`config.mk`:
```
export PLATFORM = sky130hd
export DESIGN_NAME = cmp_flag_unit
export DESIGN_NICKNAME = d
export VERILOG_FILES = /design/src/rtl/cmp_pkg.sv /design/src/rtl/cmp_core.sv /design/src/rtl/cmp_cond_sel.sv /design/src/rtl/cmp_flag_reg.sv /design/src/rtl/cmp_flag_unit.sv
export SDC_FILE = /design/constraint.sdc
export NUM_CORES = 1
export LEC_CHECK = 0
export ABC_AREA = 1
export BUFFER_PORTS_ARGS = -buffer_cell sky130_fd_sc_hd__buf_2
export CAP_MARGIN = 20
export CORE_AREA = 2 2 109 111
export CTS_CLUSTER_DIAMETER = 120
export DETAILED_ROUTE_END_ITERATION = 16
export DIE_AREA = 0 0 111 113
export HOLD_SLACK_MARGIN = 0.1
export SLEW_MARGIN = 20
export SYNTH_ARGS = -nofsm -noshare
export SYNTH_HDL_FRONTEND = slang
export SYNTH_HIERARCHICAL = 1
export SYNTH_SLANG_ARGS = --single-unit
```
`constraint.sdc`:
```
create_clock -name clk_i -period 1.9 [get_ports clk_i]
set_input_delay 0.285 -clock clk_i [delete_from_list [all_inputs] [get_ports clk_i]]
set_output_delay 0.285 -clock clk_i [all_outputs]
set_load 0.1 [all_outputs]
```
`src/rtl/cmp_pkg.sv`:
```
package cmp_pkg;
  typedef enum logic [3:0] {
    COND_EQ  = 4'd0,
    COND_NE  = 4'd1,
    COND_GTU = 4'd2,
    COND_GEU = 4'd3,
    COND_LTU = 4'd4,
    COND_LEU = 4'd5,
    COND_GTS = 4'd6,
    COND_GES = 4'd7,
    COND_LTS = 4'd8,
    COND_LES = 4'd9
  } cond_e;

  localparam int unsigned COND_LAST = 9;

  typedef struct packed {
    logic eq;
    logic ltu;
    logic lts;
  } cmp_rel_t;
endpackage

```
`src/rtl/cmp_core.sv`:
```
module cmp_core
  import cmp_pkg::*;
#(
  parameter int unsigned WIDTH   = 32,
  parameter bit          SUB_CMP = 1'b1
) (
  input  logic [WIDTH-1:0] a_i,
  input  logic [WIDTH-1:0] b_i,
  output cmp_rel_t         rel_o
);
  localparam int unsigned MSB = WIDTH - 1;

  generate
    if (SUB_CMP) begin : g_sub
      logic [WIDTH:0] diff;
      logic           sign_diff;
      assign diff      = {1'b0, a_i} - {1'b0, b_i};
      assign sign_diff = a_i[MSB] ^ b_i[MSB];
      assign rel_o.eq  = (diff[MSB:0] == '0);
      assign rel_o.ltu = diff[WIDTH];
      // with equal signs the difference cannot overflow
      assign rel_o.lts = sign_diff ? a_i[MSB] : diff[MSB];
    end else begin : g_direct
      assign rel_o.eq  = (a_i == b_i);
      assign rel_o.ltu = (a_i < b_i);
      assign rel_o.lts = ($signed(a_i) < $signed(b_i));
    end
  endgenerate
endmodule

```
`src/rtl/cmp_cond_sel.sv`:
```
module cmp_cond_sel
  import cmp_pkg::*;
(
  input  logic [3:0] cond_i,
  input  cmp_rel_t   rel_i,
  output logic       hit_o,
  output logic       legal_o
);
  always_comb begin
    hit_o   = 1'b0;
    legal_o = 1'b1;
    case (cond_i)
      COND_EQ:  hit_o = rel_i.eq;
      COND_NE:  hit_o = !rel_i.eq;
      COND_GTU: hit_o = !rel_i.ltu && !rel_i.eq;
      COND_GEU: hit_o = !rel_i.ltu;
      COND_LTU: hit_o = rel_i.ltu;
      COND_LEU: hit_o = rel_i.ltu || rel_i.eq;
      COND_GTS: hit_o = !rel_i.lts && !rel_i.eq;
      COND_GES: hit_o = !rel_i.lts;
      COND_LTS: hit_o = rel_i.lts;
      COND_LES: hit_o = rel_i.lts || rel_i.eq;
      default:  legal_o = 1'b0;
    endcase
  end
endmodule

```
`src/rtl/cmp_flag_reg.sv`:
```
module cmp_flag_reg (
  input  logic clk_i,
  input  logic rst_ni,
  input  logic we_i,
  input  logic d_i,
  output logic q_o
);
  always_ff @(posedge clk_i or negedge rst_ni) begin
    if (!rst_ni)   q_o <= 1'b0;
    else if (we_i) q_o <= d_i;
  end
endmodule

```
`src/rtl/cmp_flag_unit.sv`:
```
module cmp_flag_unit
  import cmp_pkg::*;
#(
  parameter int unsigned WIDTH   = 32,
  parameter bit          SUB_CMP = 1'b1
) (
  input  logic             clk_i,
  input  logic             rst_ni,
  input  logic             cmp_valid_i,
  input  logic [3:0]       cond_i,
  input  logic [WIDTH-1:0] op_a_i,
  input  logic [WIDTH-1:0] op_b_i,
  output logic             flag_o,
  output logic [WIDTH-1:0] cmov_o
);
  localparam int unsigned MSB = WIDTH - 1;

  cmp_rel_t rel;
  logic     hit, legal, flag_we, flag_q;

  cmp_core #(.WIDTH(WIDTH), .SUB_CMP(SUB_CMP)) u_core (
    .a_i   (op_a_i),
    .b_i   (op_b_i),
    .rel_o (rel)
  );

  cmp_cond_sel u_sel (
    .cond_i  (cond_i),
    .rel_i   (rel),
    .hit_o   (hit),
    .legal_o (legal)
  );

  assign flag_we = cmp_valid_i && legal;

  cmp_flag_reg u_flag (
    .clk_i  (clk_i),
    .rst_ni (rst_ni),
    .we_i   (flag_we),
    .d_i    (hit),
    .q_o    (flag_q)
  );

  assign flag_o = flag_q;
  assign cmov_o = flag_q ? op_a_i : op_b_i;


  eq_excludes_lt_chk: assert property (@(posedge clk_i) disable iff (!rst_ni)
    rel.eq |-> (!rel.ltu && !rel.lts));


  sign_agree_chk: assert property (@(posedge clk_i) disable iff (!rst_ni)
    (op_a_i[MSB] == op_b_i[MSB]) |-> (rel.ltu == rel.lts));


  sign_split_chk: assert property (@(posedge clk_i) disable iff (!rst_ni)
    ((op_a_i[MSB] != op_b_i[MSB]) && !rel.eq) |-> (rel.ltu != rel.lts));


  flag_written_chk: assert property (@(posedge clk_i) disable iff (!rst_ni)
    (cmp_valid_i && (cond_i <= 4'(COND_LAST))) |=> (flag_o == $past(hit)));


  idle_hold_chk: assert property (@(posedge clk_i) disable iff (!rst_ni)
    !cmp_valid_i |=> $stable(flag_o));


  reserved_hold_chk: assert property (@(posedge clk_i) disable iff (!rst_ni)
    (cond_i > 4'(COND_LAST)) |=> $stable(flag_o));
endmodule

```
==> results of run 1 <==
==> cell usage in the layout, fill, tap and decap left out, drive strengths merged <==
| cell | n |
|---|---|
| a211oi | 1 |
| a21boi | 1 |
| a21o | 2 |
| a21oi | 27 |
| and2 | 2 |
| buf | 230 |
| dfrtp | 1 |
| dlygate4sd3 | 1 |
| fa | 2 |
| ha | 32 |
| inv | 151 |
| nand2 | 331 |
| nand3 | 49 |
| nand3b | 3 |
| nand4 | 11 |
| nor2 | 52 |
| nor3 | 8 |
| nor3b | 2 |
| o21a | 1 |
| o21ai | 5 |
| o21bai | 4 |
| or2 | 1 |
| xor2 | 1 |
==> metrics by stage <==
step,setup slack (ns),hold WS (ns),power [mW],util,TNS (ns)
6_report,-1.545,0.5913,3.093,0.5330,-1.545
4_1_cts,-1.486,0.6021,2.964,0.4984,-1.486
3_5_place_dp,-1.567,0.06336,2.898,0.4775,-1.567
2_1_floorplan,-1.179,-0.01059,1.841,-,-1.179
5_1_grt,-1.826,0.6050,3.319,0.5330,-1.826
3_3_place_gp,-1.467,0.06705,2.882,0.4775,-1.467
==> per-layer routing <==
layer,routed length (µm),vias up,track usage,share of wire
li1,-,2555,-,-
met1,5323,2021,0.2344,0.47
met2,5440,102,0.3027,0.48
met3,440,4,0.008570,0.039
met4,51,0,0.01000,0.0045
met5,0,-,0,0
==> timing repair <==
| item | CTS | global route |
|---|---|---|
| hold buffers | 1 | 0 |
| endpoints found under the setup margin | 1 | 1 |
| setup buffers | 16 | 4 |
| resized for setup | 24 | 75 |
| endpoints found under the hold margin | 1 | 0 |
| pin swaps | 12 | 44 |
==> cells by family (layout without fill, tap and decap cells) <==
family / after synthesis / count (layout) / synth area share
AOI/OAI and AO/OA: 41 / 41 / 0.06960
xor gates and xnor gates: 1 / 1 / 0.002634
adders and majority gates: 34 / 34 / 0.1324
buffers and inverters: 158 / 382 / 0.2013
DFF: 1 / 1 / 0.007523
and+or+nand+nor: 459 / 459 / 0.5865
==> worst max-delay path: cells and delay by family <==
kind,cells,cell delay (ns)
buffers and inverters,15,1.60
and+or+nand+nor,18,1.16
adders and majority gates,1,0.26
==> cell type report <==
cell class                      instances  area (µm²)  area share
Timing Repair Buffer                  231        2028      0.3376
Sequential cell                         1       26.28    0.004373
Tap cell                              143       178.9     0.02978
Multi-Input combinational cell        535        3196      0.5319
Inverter                              151       579.3     0.09642
==> worst max path at each step <==
stage	startpoint	end	slack, ns	cells past startpoint
2_1_floorplan	op_b_i[2]	u_flag/q_o	-1.18	31
4_1_cts	op_b_i[19]	u_flag/q_o	-1.49	28
3_5_place_dp	op_b_i[18]	u_flag/q_o	-1.57	28
3_3_place_gp	op_b_i[6]	u_flag/q_o	-1.47	30
5_1_grt	op_b_i[12]	u_flag/q_o	-1.83	30
6_report	op_b_i[2]	u_flag/q_o	-1.55	34
==> power groups by stage <==
stage	logic [mW]	registers (mW)	clock network [mW]
3_5_place_dp	2.87	0.0324	0
2_1_floorplan	1.79	0.0541	0
3_3_place_gp	2.85	0.0322	0
5_1_grt	3.29	0.0330	0
6_report	3.06	0.0323	0
4_1_cts	2.93	0.0324	0
==> impl_metrics.py, run 1 <==
metrics = {
    "status": {
        "status": "complete, but fails checks",
        "violations": "setup timing",
    },
    "sta": {
        "final.setup.worst_slack_ns": -1.545,
        "layout_min_cycle_time_ns": 3.445,
        "relSlewSlack": 0.8181,
        "final_hold_viol_count": 0,
        "rsz0062_at_grt": "yes",
        "finalCritPeriodShare": 1.813,
        "worst_pin_slew_ns": 0.2708,
        "drv_slew": 0,
        "setup_viol": 1,
        "timing.fmax_ghz": 0.2903,
        "skew_ns": 0,
    },
    "cts": {
        "clock_latency_ns": 0,
        "clk_pin_slew_ns": 0,
    },
    "die": {
        "die_area_um2": 12540,
        "die_x_um": 111,
        "die_h_um": 113,
        "row_count": 39,
        "start_util": 0.2950,
        "coreArea_um2": 11270,
        "pin_count": 104,
    },
    "global_route": {
        "antenna_found_initial": 0,
        "grt_pass1_vias": 4306,
        "grt.total_usage": 0.1685,
        "grt_max_degree": 33,
        "grt_overflow": 0,
        "grt_first_pass_wirelength_um": 18570,
    },
    "power": {
        "p_leak_nw": 3.499,
        "seq_power_share": 0.010,
        "power_density_nw_per_um2": 514.8,
        "vdd_drop_max_v": 0.0003914,
        "switchingPower_mw": 1.867,
        "internal-power_mw": 1.226,
        "clkPwrFrac": 0,
        "combPwrFrac": 0.990,
        "switching_share": 0.6037,
    },
    "synthesis": {
        "synthesis.nets": 799,
        "synth_top_cells_by_area": "nand2_1 (34%), inv_1 (17%), ha_1 (12%)",
        "syn_inst": 694,
        "synth_common_cells": "nand2_1 (305), inv_1 (147), nand3_1 (47)",
        "ys_ff_latch": 1,
        "synth_top_area_cell": "nand2_1",
        "synth_area_per_cell_um2": 4.792,
        "yosysWarnings": 6,
        "netlist.area_leader.share": 0.3442,
        "syn-cell-area_um2": 3326,
        "yosysSeqAreaShare": 0.007524,
        "synthFlopType": "dfrtp_1",
        "synth.most_common_cell": "nand2_1",
        "synth.distinct_cells": 33,
        "synth_edf_count": 0,
        "async_reset_ff_frac": 1.000,
    },
    "worst_setup_path": {
        "max_stage_delay_ns": 0.26,
        "reg2reg_slack_ns": 1.00,
        "crit_type": "in2reg",
        "cp_slowest_cell": "ha_4",
        "rr_endpoint": "u_flag/q_o",
        "crit_required_ns": 1.78,
        "startpoint_type": "primary input",
        "r2r_start": "u_flag/q_o",
        "path_common_cell": "buf_4",
        "arrival_ns": 3.33,
        "reg2reg_depth": 3,
        "end_kind": "register",
        "worstPathMaxFanout": 3,
    },
    "placed_design": {
        "dp_cells": 1040,
        "port_buffers": 103,
        "placed_cell_area_um2": 5383,
        "gp_congestion": 0.8994,
        "detailedPlacementHpwl_um": 9447,
    },
    "route": {
        "remaining_drc_errors": 0,
        "via_count": 4682,
        "dr.first_iter.drc_count": 185,
        "wire_per_inst_um": 10.61,
        "drt.antenna.violating_nets": 0,
        "finalWirelength_um": 11260,
        "firstDrtPassIters": 4,
        "drt-vias-per-instance": 4.413,
    },
    "hold_path": {
        "whs_path_depth": 5,
        "hold_path.class": "in2reg",
        "hp-start": "cmp_valid_i",
        "whs_endpoint": "u_flag/q_o",
    },
    "layout": {
        "drive_gt1_frac": 0.4150,
        "final_cells": 1061,
        "nets": 1025,
        "nFillCells": 1161,
        "reg_top3": "u_flag/q_o: 1 flops",
        "area_growth_pct": 80.66,
        "largest_reg_flops": 1,
        "top_register": "u_flag/q_o",
        "stdcell_area_um2": 6008,
        "diodes": 0,
    },
    "run": {
        "drv_cap": 0,
    },
}
No activity file was read; power rests on OpenSTA's default activity.
==> run 2, diff against run 1 <==
- RECOVER_POWER: default -> 100
==> run 2 against run 1 <==
Core utilization decreased by 4.0 points. Wire length increased by 0.46%. The run still ends with setup timing left. Setup slack about the same. Sequential cell count unchanged. Sequential share of layout area about the same. Critical path type unchanged. Clock skew unchanged. Combinational power decreased by 13%. Largest cell class unchanged. Design area decreased by 7.5%. Via count increased by 0.81%. Register-to-register slack about the same. Fmax about the same. Sequential power about the same. Critical endpoint unchanged.
==> impl_metrics.py, run 2 (synthesized netlist as in run 1, its figures left out) <==
metrics = {
    "layout": {
        "reg_top3": "u_flag/q_o: 1 flops",
        "top_register": "u_flag/q_o",
        "final_common_cell": "nand2_1",
        "fin_util": 0.4928,
        "drive_gt1_frac": 0.4150,
        "area_growth_pct": 67.04,
        "final_cell_mix": "nand2_1 (252), inv_1 (130), buf_4 (127)",
        "largest_reg_flops": 1,
        "nets": 1025,
        "diodes": 0,
        "stdcell_area_um2": 5555,
    },
    "run": {
        "drv_cap": 0,
    },
    "global_route": {
        "grt_max_degree": 33,
        "grt_first_pass_wirelength_um": 18570,
        "antenna_found_initial": 0,
        "grt_overflow": 0,
        "grt.total_usage": 0.1685,
        "grt_pass1_vias": 4306,
    },
    "worst_setup_path": {
        "arrival_ns": 3.33,
        "crit_type": "in2reg",
        "reg2reg_depth": 3,
        "path_common_cell": "buf_4",
        "end_kind": "register",
        "cp_slowest_cell": "ha_4",
        "crit_required_ns": 1.78,
        "max_stage_delay_ns": 0.26,
        "worstPathMaxFanout": 3,
        "startpoint_type": "primary input",
    },
    "sta": {
        "skew_ns": 0,
        "timing.fmax_ghz": 0.2902,
        "relSlewSlack": 0.6358,
        "worst_pin_slew_ns": 0.5487,
        "hold_ws_ns": 0.5913,
        "drv_slew": 0,
        "rsz0062_at_grt": "yes",
        "final_hold_viol_count": 0,
        "final.setup.worst_slack_ns": -1.545,
        "layout_min_cycle_time_ns": 3.445,
        "setup_viol": 1,
        "finalCritPeriodShare": 1.813,
    },
    "die": {
        "die_area_um2": 12540,
        "row_count": 39,
        "start_util": 0.2950,
        "die_x_um": 111,
        "die_h_um": 113,
        "coreArea_um2": 11270,
        "pin_count": 104,
    },
    "placed_design": {
        "detailedPlacementHpwl_um": 9447,
        "dp_slack_ns": -1.567,
        "port_buffers": 103,
        "gp_congestion": 0.8994,
        "placed_cell_area_um2": 5383,
    },
    "route": {
        "remaining_drc_errors": 0,
        "drt.antenna.violating_nets": 0,
        "finalWirelength_um": 11310,
        "via_count": 4720,
        "drt-vias-per-instance": 4.449,
        "dr.first_iter.drc_count": 187,
        "firstDrtPassIters": 5,
        "wire_per_inst_um": 10.66,
    },
    "hold_path": {
        "hold_path.class": "in2reg",
        "whs_path_depth": 5,
    },
    "power": {
        "power_density_nw_per_um2": 486.4,
        "vdd_drop_max_v": 0.0003771,
        "p_leak_nw": 3.345,
    },
    "status": {
        "status": "complete, but fails checks",
        "violations": "setup timing",
    },
    "cts": {
        "clk_pin_slew_ns": 0,
        "clock_latency_ns": 0,
    },
}
## run 2: cell count changes in the layout (fill, tap and decap cells not counted), sizes merged
cell    change
buf        -22
clkbuf     +22
## run 2: path summary, 6_finish.rpt
path	startpoint	to	slack, ns
setup / recovery	op_b_i[2]	u_flag/q_o	-1.55
hold / removal	cmp_valid_i	u_flag/q_o	0.59
setup reg to reg	u_flag/q_o	u_flag/q_o	1.00
hold reg to reg	u_flag/q_o	u_flag/q_o	0.82
max in group asynchronous	rst_ni	u_flag/q_o	1.20
min in group asynchronous	rst_ni	u_flag/q_o	0.60
## run 2: per-layer routing
metal  up-vias  GRT usage  share of wire
met4         0    0.01000         0.0045
met3         4   0.008570          0.040
met5         -          0              0
met1      2038     0.2344           0.47
met2       125     0.3027           0.48
li1       2553          -              -
## run 2: metrics by stage
step	TNS [ns]	std cells	total power, mW
3_3_place_gp	-1.467	1040	2.882
5_1_grt	-1.826	1061	2.925
6_report	-1.545	1061	2.702
3_5_place_dp	-1.567	1040	2.898
4_1_cts	-1.486	1057	2.964
2_1_floorplan	-1.179	694	1.841
## run 2: final cells by class
cell class / instances / area (µm²)
Fill cell: 1213 / 5717
Inverter: 151 / 579.3
Multi-Input combinational cell: 535 / 3196
Sequential cell: 1 / 26.28
Tap cell: 143 / 178.9
Timing Repair Buffer: 231 / 1575
## run 2: power breakdown
part / switching (mW) / internal [mW] / leakage (nW)
clock network: 0 / 0 / 0
logic: 1.80 / 0.865 / 3.33
registers: 0.00642 / 0.0258 / 0.0116
total: 1.81 / 0.891 / 3.34
## run 2: critical path, delay by kind of cell
family	cells	cell delay, ns
and+or+nand+nor	18	1.16
adders and majority gates	1	0.26
buffers and inverters	15	1.60
## run 2: repair_timing
action | 4_1_cts | 5_1_grt
hold endpoints to repair | 1 | 0
cloned | 0 | 0
setup endpoints to repair | 1 | 1
hold buffers | 1 | 0
pin swaps | 12 | 44
gates resized for setup | 24 | 75
setup buffers | 16 | 4
